--- src/rtl/plen_pkg.sv ---
package plen_pkg;

   // one sampled snapshot of the slow pins
   typedef struct packed {
      logic ck;
      logic en_n;
      logic sel_a;
      logic a;
      logic b;
   } plen_smp_t;

   localparam plen_smp_t PLEN_SMP_IDLE = '{ck: 1'b0, en_n: 1'b1, sel_a: 1'b0, a: 1'b0, b: 1'b0};

endpackage

--- src/rtl/plen_sampler.sv ---
module plen_sampler
   import plen_pkg::*;
#(
   parameter int SYNC_STAGES = 2
)(
   input  logic clk,
   input  logic rst,
   input  logic shift_clk,
   input  logic shift_en_n,
   input  logic src_a,
   input  logic din_a,
   input  logic din_b,
   output logic shift_pulse,
   output logic data_bit
);

   initial begin
      if (SYNC_STAGES < 1) $error("plen_sampler: SYNC_STAGES must be at least 1");
   end

   plen_smp_t raw;
   plen_smp_t chain [SYNC_STAGES];
   plen_smp_t cur;
   plen_smp_t prev;

   assign raw = '{ck: shift_clk, en_n: shift_en_n, sel_a: src_a, a: din_a, b: din_b};

   generate
      for (genvar g = 0; g < SYNC_STAGES; g++) begin : g_sync
         if (g == 0) begin : g_first
            always_ff @(posedge clk or posedge rst) begin
               if (rst) chain[g] <= PLEN_SMP_IDLE;
               else     chain[g] <= raw;
            end
         end else begin : g_next
            always_ff @(posedge clk or posedge rst) begin
               if (rst) chain[g] <= PLEN_SMP_IDLE;
               else     chain[g] <= chain[g-1];
            end
         end
      end
   endgenerate

   assign cur = chain[SYNC_STAGES-1];

   always_ff @(posedge clk or posedge rst) begin
      if (rst) prev <= PLEN_SMP_IDLE;
      else     prev <= cur;
   end

   // enable low and clock high now, and one of them just arrived there
   assign shift_pulse = cur.ck & ~cur.en_n & (~prev.ck | prev.en_n);
   assign data_bit    = cur.sel_a ? cur.a : cur.b;

   // one control edge never yields two back-to-back shifts
   a_r4_single_pulse: assert property (@(posedge clk) disable iff (rst)
      shift_pulse |=> !shift_pulse);

endmodule

--- src/rtl/plen_stages.sv ---
module plen_stages #(
   parameter int MAX_LEN = 64
)(
   input  logic               clk,
   input  logic               rst,
   input  logic               shift_pulse,
   input  logic               data_bit,
   output logic [MAX_LEN-1:0] stg
);

   initial begin
      if (MAX_LEN < 2) $error("plen_stages: MAX_LEN must be at least 2");
   end

   generate
      for (genvar i = 0; i < MAX_LEN; i++) begin : g_stage
         if (i == 0) begin : g_head
            always_ff @(posedge clk or posedge rst) begin
               if (rst)              stg[i] <= 1'b0;
               else if (shift_pulse) stg[i] <= data_bit;
            end
         end else begin : g_body
            always_ff @(posedge clk or posedge rst) begin
               if (rst)              stg[i] <= 1'b0;
               else if (shift_pulse) stg[i] <= stg[i-1];
            end
         end
      end
   endgenerate

   // without a shift pulse nothing moves
   a_r6_hold: assert property (@(posedge clk) disable iff (rst)
      !shift_pulse |=> $stable(stg));

   // a shift moves every stage one step deeper
   a_r1_advance: assert property (@(posedge clk) disable iff (rst)
      shift_pulse |=> (stg[MAX_LEN-1:1] == $past(stg[MAX_LEN-2:0])));

   // reset leaves every stage cleared
   a_r3_reset_clear: assert property (@(posedge clk)
      rst |=> (stg == '0));

endmodule

--- src/rtl/plen_tap.sv ---
module plen_tap #(
   parameter int MAX_LEN = 64,
   localparam int SEL_W = $clog2(MAX_LEN)
)(
   input  logic [MAX_LEN-1:0] stg,
   input  logic [SEL_W-1:0]   len_sel,
   output logic               q,
   output logic               q_n
);

   assign q   = stg[len_sel];
   assign q_n = ~q;

endmodule

--- src/rtl/plen_shreg.sv ---
module plen_shreg #(
   parameter int MAX_LEN     = 64,
   parameter int SYNC_STAGES = 2,
   localparam int SEL_W = $clog2(MAX_LEN)
)(
   input  logic             clk,
   input  logic             rst,
   input  logic             shift_clk,
   input  logic             shift_en_n,
   input  logic             src_a,
   input  logic             din_a,
   input  logic             din_b,
   input  logic [SEL_W-1:0] len_sel,
   output logic             q,
   output logic             q_n
);

   initial begin
      if ((1 << SEL_W) != MAX_LEN) $error("plen_shreg: MAX_LEN must be a power of two");
   end

   logic               shift_pulse;
   logic               data_bit;
   logic [MAX_LEN-1:0] stg;

   plen_sampler #(.SYNC_STAGES(SYNC_STAGES)) u_smp (
      .clk        (clk),
      .rst        (rst),
      .shift_clk  (shift_clk),
      .shift_en_n (shift_en_n),
      .src_a      (src_a),
      .din_a      (din_a),
      .din_b      (din_b),
      .shift_pulse(shift_pulse),
      .data_bit   (data_bit)
   );

   plen_stages #(.MAX_LEN(MAX_LEN)) u_stg (
      .clk        (clk),
      .rst        (rst),
      .shift_pulse(shift_pulse),
      .data_bit   (data_bit),
      .stg        (stg)
   );

   plen_tap #(.MAX_LEN(MAX_LEN)) u_tap (
      .stg    (stg),
      .len_sel(len_sel),
      .q      (q),
      .q_n    (q_n)
   );

endmodule

--- config.mk ---
export PLATFORM = sky130hd
export DESIGN_NAME = plen_shreg
export DESIGN_NICKNAME = d
export VERILOG_FILES = /design/src/rtl/plen_pkg.sv /design/src/rtl/plen_sampler.sv /design/src/rtl/plen_stages.sv /design/src/rtl/plen_tap.sv /design/src/rtl/plen_shreg.sv
export SDC_FILE = /design/constraint.sdc
export NUM_CORES = 1
export LEC_CHECK = 0
export ABC_CLOCK_PERIOD_IN_PS = 3400
export BUFFER_PORTS_ARGS = -buffer_cell sky130_fd_sc_hd__buf_4
export CAP_MARGIN = 20
export CELL_PAD_IN_SITES_DETAIL_PLACEMENT = 0
export CELL_PAD_IN_SITES_GLOBAL_PLACEMENT = 1
export CORE_MARGIN = 3
export CORE_UTILIZATION = 58
export CTS_BUF_LIST = sky130_fd_sc_hd__clkbuf_4
export CTS_CLUSTER_SIZE = 30
export DETAILED_ROUTE_END_ITERATION = 6
export PLACE_DENSITY_LB_ADDON = 0.1
export SYNTH_ARGS = -nofsm -noshare
export SYNTH_HDL_FRONTEND = slang
export SYNTH_SLANG_ARGS = --single-unit
export TNS_END_PERCENT = 50
--- constraint.sdc ---
create_clock -name clk -period 3.4 [get_ports clk]
set_input_delay 0.17 -clock clk [delete_from_list [all_inputs] [get_ports clk]]
set_output_delay 0.17 -clock clk [all_outputs]
set_load 0.05 [all_outputs]
; After elaboration in Yosys (flattened, before gate mapping)
; Index checks and enable logic that the tools add are counted.
[op_classes]
n_lt_le_gt_ge = 1
n_mux = 3
bitwise = 6
[ops]
columns = op, n
row1 = "6-bit by 7-bit < comparator with 1-bit output, second input constant", 1
row2 = 1-bit binary-select mux with 6-bit select, 1
row3 = 1-bit inverter, 3
row4 = 1-bit AND, 2
row5 = 1-bit 2-to-1 mux, 2
row6 = 1-bit bitwise OR, 1
[totals]
register_bits = 76
in_bits = 13
output_inout_bits = 2
elab_cells = 86

; Depth between registers and ports, before layout
; Gate-level depths: netlist of run 1.
[depth]
ltp_word = 3
mapped_depth = 7
mapped_depth_nobuf = 5

; Modules after synthesis
; A second synthesis of run 1 with hierarchy kept.
[unflattened]
cells_unflattened = 209
area_unflattened_um2 = 3691.0
[by_module_without_submodules]
columns = module, instances, cells_per_inst, area_each_um2, seq_area_each_um2
row1 = plen_stages, 1, 136, 2682.6, 1601.5
row2 = plen_tap, 1, 57, 666.9, 0.0
row3 = plen_sampler, 1, 16, 341.6, 304.0

; Least setup slack after synthesis of run 1
; No wires, ideal clock.
[synth_path]
path_kind = input-to-output
startpoint = in len_sel[0]
endpoint = out q
arrival_ns = 2.645
t_required_ns = 3.230
setup_slack_ns = 0.585
path_stages = 7
path_buffers = 2
cell_sequence = buf_6 buf_12 mux2i_1 a311o_1 a311oi_1 nor4_1 nor4_1
[synth_via]
elab_chain_len = 2
[synth_lines]
columns = item, line
row1 = from (decl), plen_shreg.sv:13  ; input logic [SEL_W-1:0] len_sel,
row2 = 1-bit binary-select mux with 6-bit select, plen_tap.sv:11  ; assign q = stg[len_sel];
row3 = 1-bit 2-to-1 mux (implied by the code), plen_tap.sv:11
row4 = to (decl), plen_shreg.sv:14  ; output logic q,
; No other way between the ends. The select of a mux whose other input is x is not followed.

; Final worst setup path of run 1
[layout_path]
startpoint = reg u_stg.stg[14]
endpoint = out q_n
[layout_via]
elab_chain_len = 3
[layout_lines]
columns = item, line
row1 = from (decl), plen_stages.sv:8  ; output logic [MAX_LEN-1:0] stg
row2 = "from (signal, indexed assignment)", plen_stages.sv:25  ; else if (shift_pulse) stg[i] <= stg[i-1];
row3 = 1-bit binary-select mux with 6-bit select, plen_tap.sv:11
row4 = 1-bit 2-to-1 mux (implied by the code), plen_tap.sv:11
row5 = 1-bit inverter, plen_tap.sv:12  ; assign q_n = ~q;
row6 = to (decl), plen_shreg.sv:15  ; output logic q_n
; No other way between the ends. The select of a mux whose other input is x is not followed.

==> results.ini, run 1 <==
[placement]
portBuffers=14
hpwl_um=3420
place.gp.congestion=0.770
dp_cells=277

[routing]
ant_nets=0
vias=1784
first_pass_iters=4
vias_per_cell=5.99
wire_per_inst_um=18.1
drc_errors=0
drt-total-wl_um=5390
drt_iter0_drc=145

[clock_tree]
cts.clk_slew.worst_paths_ns=0.12
htreeDepth=3
cts_tree=yes
clock_latency_ns=0.41
cts_sinks=76
cts-resized-gates=0
cts_hold_buf=5
postCtsSetupBuffers=0
clk_path_buf_depth=2
cts_buffers=9
clockRootBuffer=clkbuf_4

[worst_setup_path]
critPathSlowestCell=mux4_1
startpoint_type=register
worstSetupPathDepth=6
worstPathRequired_ns=3.23
end_kind=primary output
rr_worst_depth=3
cp_data_arrival_time_ns=2.35
critPathMaxFanout=3
cp_top_family=multiplexers
cpPeakStageDelay_ns=0.53
crit_path_cell_trace=mux4_1 > o211ai_1 > o32ai_1 > nor4_1 > or4_1 > buf_4
path_class=reg2out
critPathBufInv=1

[timing]
hold_viol_final=0
max-slew-margin-rel=0.404
rsz0062_at_grt=false
slew_viol_final=0
fmax_mhz=398
period_needed_ns=2.52
tightest_slew_ns=0.894
finalSetupViolCount=0
finClkSkew_ns=0.0133
fin_setup_tns_ns=0
finalCritPeriodShare=0.740

[synth]
syn-num-nets=215
mappedNetlistArea_um2=3340
synth-seq-cells=76
synthCells=202
avgSynthCellArea_um2=16.5
yosysWarnings=0
synth_cell_type_count=28
seq_area_frac_synth=0.571

[status]
status=complete, no violations

[finish]
nets=234
n_fill_cell=412
area.growth.synth_to_final_pct=9.40
drive_above_1_share=0.469
n_antenna_cell=0
finalNonFillerCells=298
final_util=0.659

[die]
rows=27
initial_utilization=0.603
die_w_um=81.9
die-area_um2=6700
die_y_um=81.9
pin_count=15
core_area_um2=5540

[power_and_ir_drop]
seq_power_share=0.559
leakagePower_uw=0.00183
swShare=0.235
max-vdd-ir-drop_mv=0.327
power.internal_uw=1390
finalPower_uw=1820
pwr-share-comb=0.110
p_per_area_nw_per_um2=499
switchingPower_uw=429
clkPwrFrac=0.331

[run]
maxCapViolCount=0

[grt]
first_global_vias=1888
grt_usage=0.188
grt_pass1_wl_um=9200
grt_antenna_before_repair=0
gr-total-overflow=0
grt_max_degree=77

[hold_path]
hold_class=in2async

==> cell families after synthesis <==
| family | share of synthesized area |
|---|---|
| compound gates | 0.0217 |
| buf+inv | 0.0352 |
| flops | 0.571 |
| mux | 0.345 |
| simple gates | 0.0274 |
==> synth_stat cells <==
master / n / area share
dfrtp_1: 73 / 0.55
mux2_2: 63 / 0.21
mux4_1: 10 / 0.079
mux2i_1: 9 / 0.027
clkbuf_1: 7 / 0.0079
nor2_1: 5 / 0.0056
mux4_2: 4 / 0.027
clkbuf_8: 3 / 0.012
dfstp_2: 3 / 0.024
inv_1: 3 / 0.0034
a311o_1: 2 / 0.0060
nand2_1: 2 / 0.0022
nor4_1: 2 / 0.0037
o211ai_1: 2 / 0.0045
a2111oi_2: 1 / 0.0045
a311oi_1: 1 / 0.0026
and2_2: 1 / 0.0022
and3_2: 1 / 0.0022
and4_1: 1 / 0.0026
buf_12: 1 / 0.0060
buf_4: 1 / 0.0022
buf_6: 1 / 0.0034
nand2b_1: 1 / 0.0019
nand3b_1: 1 / 0.0022
nor3b_1: 1 / 0.0022
o21ai_0: 1 / 0.0015
o32ai_1: 1 / 0.0026
or4_1: 1 / 0.0022
==> layer usage <==
metal | track usage | wire length (um) | up-vias
li1 | - | - | 808
met1 | 0.247 | 2420 | 923
met2 | 0.296 | 2620 | 41
met3 | 0.0373 | 219 | 12
met4 | 0.0997 | 128 | 0
met5 | 0 | 0 | -
==> registers in the layout, summed over array words and instances, names as in the netlist <==
register and count:
u_stg.stg 64, u_smp.chain 10, u_smp.prev 2
==> layout by cell type, fill, tap and decap left out <==
master         count
clkinv_2           2
o32ai_1            1
mux2i_1            9
and2_2             1
and3_2             1
dfrtp_1           73
dfstp_2            3
nor2_1             5
nor4_1             2
nand3b_1           1
clkbuf_4          11
mux4_1            10
buf_4             16
clkinvlp_4         1
o211ai_1           2
nand2_1            2
nor3b_1            1
mux4_2             4
inv_1              2
a2111oi_2          1
bufinv_16          2
or4_1              1
mux2_2            63
a311oi_1           1
inv_2              1
a311o_1            2
o21ai_0            1
and4_1             1
nand2b_1           1
dlygate4sd3_1      5
==> through the flow <==
| stage | hold slack, ns | area, um^2 | setup WS, ns |
|---|---|---|---|
| floorplan | 0.174 | 3340 | 0.585 |
| global placement | 0.279 | 3440 | 1.27 |
| detailed placement | 0.280 | 3440 | 1.21 |
| CTS | 0.0505 | 3650 | 0.869 |
| global route | 0.0985 | 3650 | 0.755 |
| finish | 0.0498 | 3650 | 0.885 |
==> tightest hold or removal path: cells and delay by family <==
family	cells	cell delay [ns]
buf+inv	3	0.84
==> worst paths after layout <==
path	startpoint	to	slack [ns]
max in group asynchronous	rst	u_stg.stg[25]	2.79
setup reg to reg	u_smp.chain[3]	u_stg.stg[7]	1.58
hold reg to reg	u_smp.chain[6]	u_smp.chain[1]	0.37
setup / recovery	u_stg.stg[14]	q_n	0.88
min in group clk	u_smp.chain[6]	u_smp.chain[1]	0.37
hold / removal	rst	u_stg.stg[2]	0.05
==> cell type report <==
cell class	count	area (um^2)	area share
Multi-Input combinational cell	110	1320	0.360
Tap cell	72	90.1	0.0247
Clock inverter	5	77.6	0.0212
Clock buffer	11	82.6	0.0226
Sequential cell	76	1910	0.522
Inverter	3	11.3	0.00308
Timing Repair Buffer	21	170	0.0466
==> power groups by stage <==
stage / clock network (uW) / registers [uW] / logic, uW
after floorplan: 0 / 1020 / 163
final: 604 / 1020 / 200
after global routing: 658 / 1030 / 216
after CTS: 625 / 1020 / 201
after global placement: 0 / 1030 / 187
after detailed placement: 0 / 1040 / 196
Power figures use the tool's default switching activity.
==> run 2: changes to the inputs <==
--- a/config.mk
+++ b/config.mk
@@ -5,13 +5,13 @@
 export SDC_FILE = /design/constraint.sdc
 export NUM_CORES = 1
 export LEC_CHECK = 0
-export ABC_CLOCK_PERIOD_IN_PS = 3400
+export ABC_CLOCK_PERIOD_IN_PS = 2100
 export BUFFER_PORTS_ARGS = -buffer_cell sky130_fd_sc_hd__buf_4
 export CAP_MARGIN = 20
 export CELL_PAD_IN_SITES_DETAIL_PLACEMENT = 0
 export CELL_PAD_IN_SITES_GLOBAL_PLACEMENT = 1
 export CORE_MARGIN = 3
-export CORE_UTILIZATION = 58
+export CORE_UTILIZATION = 49
 export CTS_BUF_LIST = sky130_fd_sc_hd__clkbuf_4
 export CTS_CLUSTER_SIZE = 30
 export DETAILED_ROUTE_END_ITERATION = 6
==> constraint.sdc (replaced) <==
create_clock -name clk -period 2.1 [get_ports clk]
set_input_delay 0.105 -clock clk [delete_from_list [all_inputs] [get_ports clk]]
set_output_delay 0.105 -clock clk [all_outputs]
set_load 0.05 [all_outputs]
==> results.ini, run 2 (same netlist as run 1, synthesis figures left out) <==
[routing]
drt-total-wl_um=5810
wire_per_inst_um=18.7
drc_errors=0
ant_nets=0
vias=1812
vias_per_cell=5.83
first_pass_iters=4
drt_iter0_drc=118

[finish]
n_antenna_cell=0
nets=242
n_fill_cell=520
final-seq-area_um2=1910
drive_above_1_share=0.513
largest-register=u_stg.stg
multi_input_area_um2=1360
top_regs=u_stg.stg (64), u_smp.chain (10), u_smp.prev (2)
finalNonFillerCells=311
largest_reg_flops=64
most-common-layout-cells=dfrtp_1, mux2_2, buf_4
area.growth.synth_to_final_pct=12.6
mostFrequentLayoutCell=dfrtp_1

[worst_setup_path]
critPathMaxFanout=2
worstPathRequired_ns=2.00
end_kind=primary output
crit_path_cell_trace=mux4_2 > o211ai_1 > o32ai_2 > nor4_2 > buf_4 > nor4_2 > buf_4
critPathSlowestCell=mux4_2
reg2reg_slack_ns=0.57
startpoint_type=register
cp-startpoint=u_stg.stg[15]
path_class=reg2out
cp_data_arrival_time_ns=2.25
rr_worst_depth=3
cpPeakStageDelay_ns=0.47
reg2reg_to=u_stg.stg[25]
rr_startpoint=u_smp.chain[3]
critPathCapture=q

[clock_tree]
cts_tree=yes
clk_path_buf_depth=2
cts_buffers=9
clock_latency_ns=0.42
cts.clk_slew.worst_paths_ns=0.12
clockRootBuffer=clkbuf_4
cts_sinks=76
htreeDepth=3

[grt]
grt_max_degree=66
grt_usage=0.169
first_global_vias=1948
met3_usage=0.0587
grt_antenna_before_repair=0
grt_pass1_wl_um=9710
busiest_layer=met2
use_met1=0.215
gr-total-overflow=0
gr-usage-met2=0.277

[power_and_ir_drop]
leakagePower_uw=0.00185
max-vdd-ir-drop_mv=0.554
p_per_area_nw_per_um2=775

[placement]
hpwl_um=3790
dp_cells=286
place.gp.congestion=0.794
portBuffers=14

[timing]
period_needed_ns=2.36
finalSetupViolCount=2
finClkSkew_ns=0.0103
fin_setup_tns_ns=-0.511
fin_ws_ns=-0.260
rsz0062_at_grt=true
tightest_slew_ns=0.482
finalCritPeriodShare=1.12
hold_viol_final=0
slew_viol_final=0
max-slew-margin-rel=0.679
fmax_mhz=424

[die]
die-area_um2=7840
pin_count=15
die_y_um=88.6
initial_utilization=0.517
rows=29
core_area_um2=6460
die_w_um=88.6

[run]
maxCapViolCount=0

[status]
violations=setup timing
status=finished with violations

[hold_path]
hold_class=in2async

-- run 2: layout make-up --
type | count | area share
Sequential cell | 76 | 0.507
Multi-Input combinational cell | 110 | 0.362
Timing Repair Buffer | 29 | 0.0662
Tap cell | 77 | 0.0256
Clock buffer | 11 | 0.0220
Clock inverter | 5 | 0.0140
Inverter | 3 | 0.00300
-- run 2: metal layers --
layer  share of wire  routed length (um)  up-vias
li1                -                   -      827
met1            0.45                2600      953
met3           0.042                 243        4
met5               0                   0        -
met4          0.0088                  51        0
met2            0.50                2910       28
-- run 2: power breakdown --
group | internal [uW] | switching (uW) | total, uW
registers | 1570 | 83.9 | 1660
clock network | 382 | 499 | 882
logic | 203 | 169 | 372
total | 2160 | 752 | 2910
-- run 2: repair_timing --
action                                  in CTS  in global routing
resized for setup                            9                  2
buffers inserted                             2                  1
hold buffers                                 6                  0
pin swaps                                    4                  1
hold endpoints to repair                    79                  0
endpoints found under the setup margin       2                  2
-- run 2: worst max-delay path, delay by kind of cell (launching register included) --
| kind | cells | cell delay [ns] |
|---|---|---|
| flops | 1 | 0.40 |
| buf+inv | 2 | 0.36 |
| mux | 1 | 0.47 |
| compound gates | 2 | 0.30 |
| simple gates | 2 | 0.29 |
-- run 2: stage by stage --
step | instance area (um^2) | power, uW | worst slack (ns) | utilization | hold slack, ns
final | 3760 | 2910 | -0.260 | 0.582 | 0.0750
after global routing | 3760 | 3050 | -0.384 | 0.582 | 0.0419
after CTS | 3740 | 2930 | -0.323 | 0.580 | 0.0498
after detailed placement | 3500 | 2020 | 0.0250 | 0.542 | -0.0285
after global placement | 3500 | 2000 | 0.0768 | 0.542 | -0.0339
after floorplan | 3350 | 1910 | 0.00131 | - | 0.109
-- run 2: worst min path at each step --
stage	from	to	slack, ns	cells past startpoint
after global placement	rst	u_smp.chain[9]	-0.03	2
final	rst	u_smp.chain[9]	0.07	3
after global routing	rst	u_smp.chain[9]	0.04	3
after detailed placement	rst	u_smp.chain[9]	-0.03	2
after CTS	rst	u_smp.chain[9]	0.05	3
after floorplan	shift_en_n	u_smp.chain[8]	0.11	0
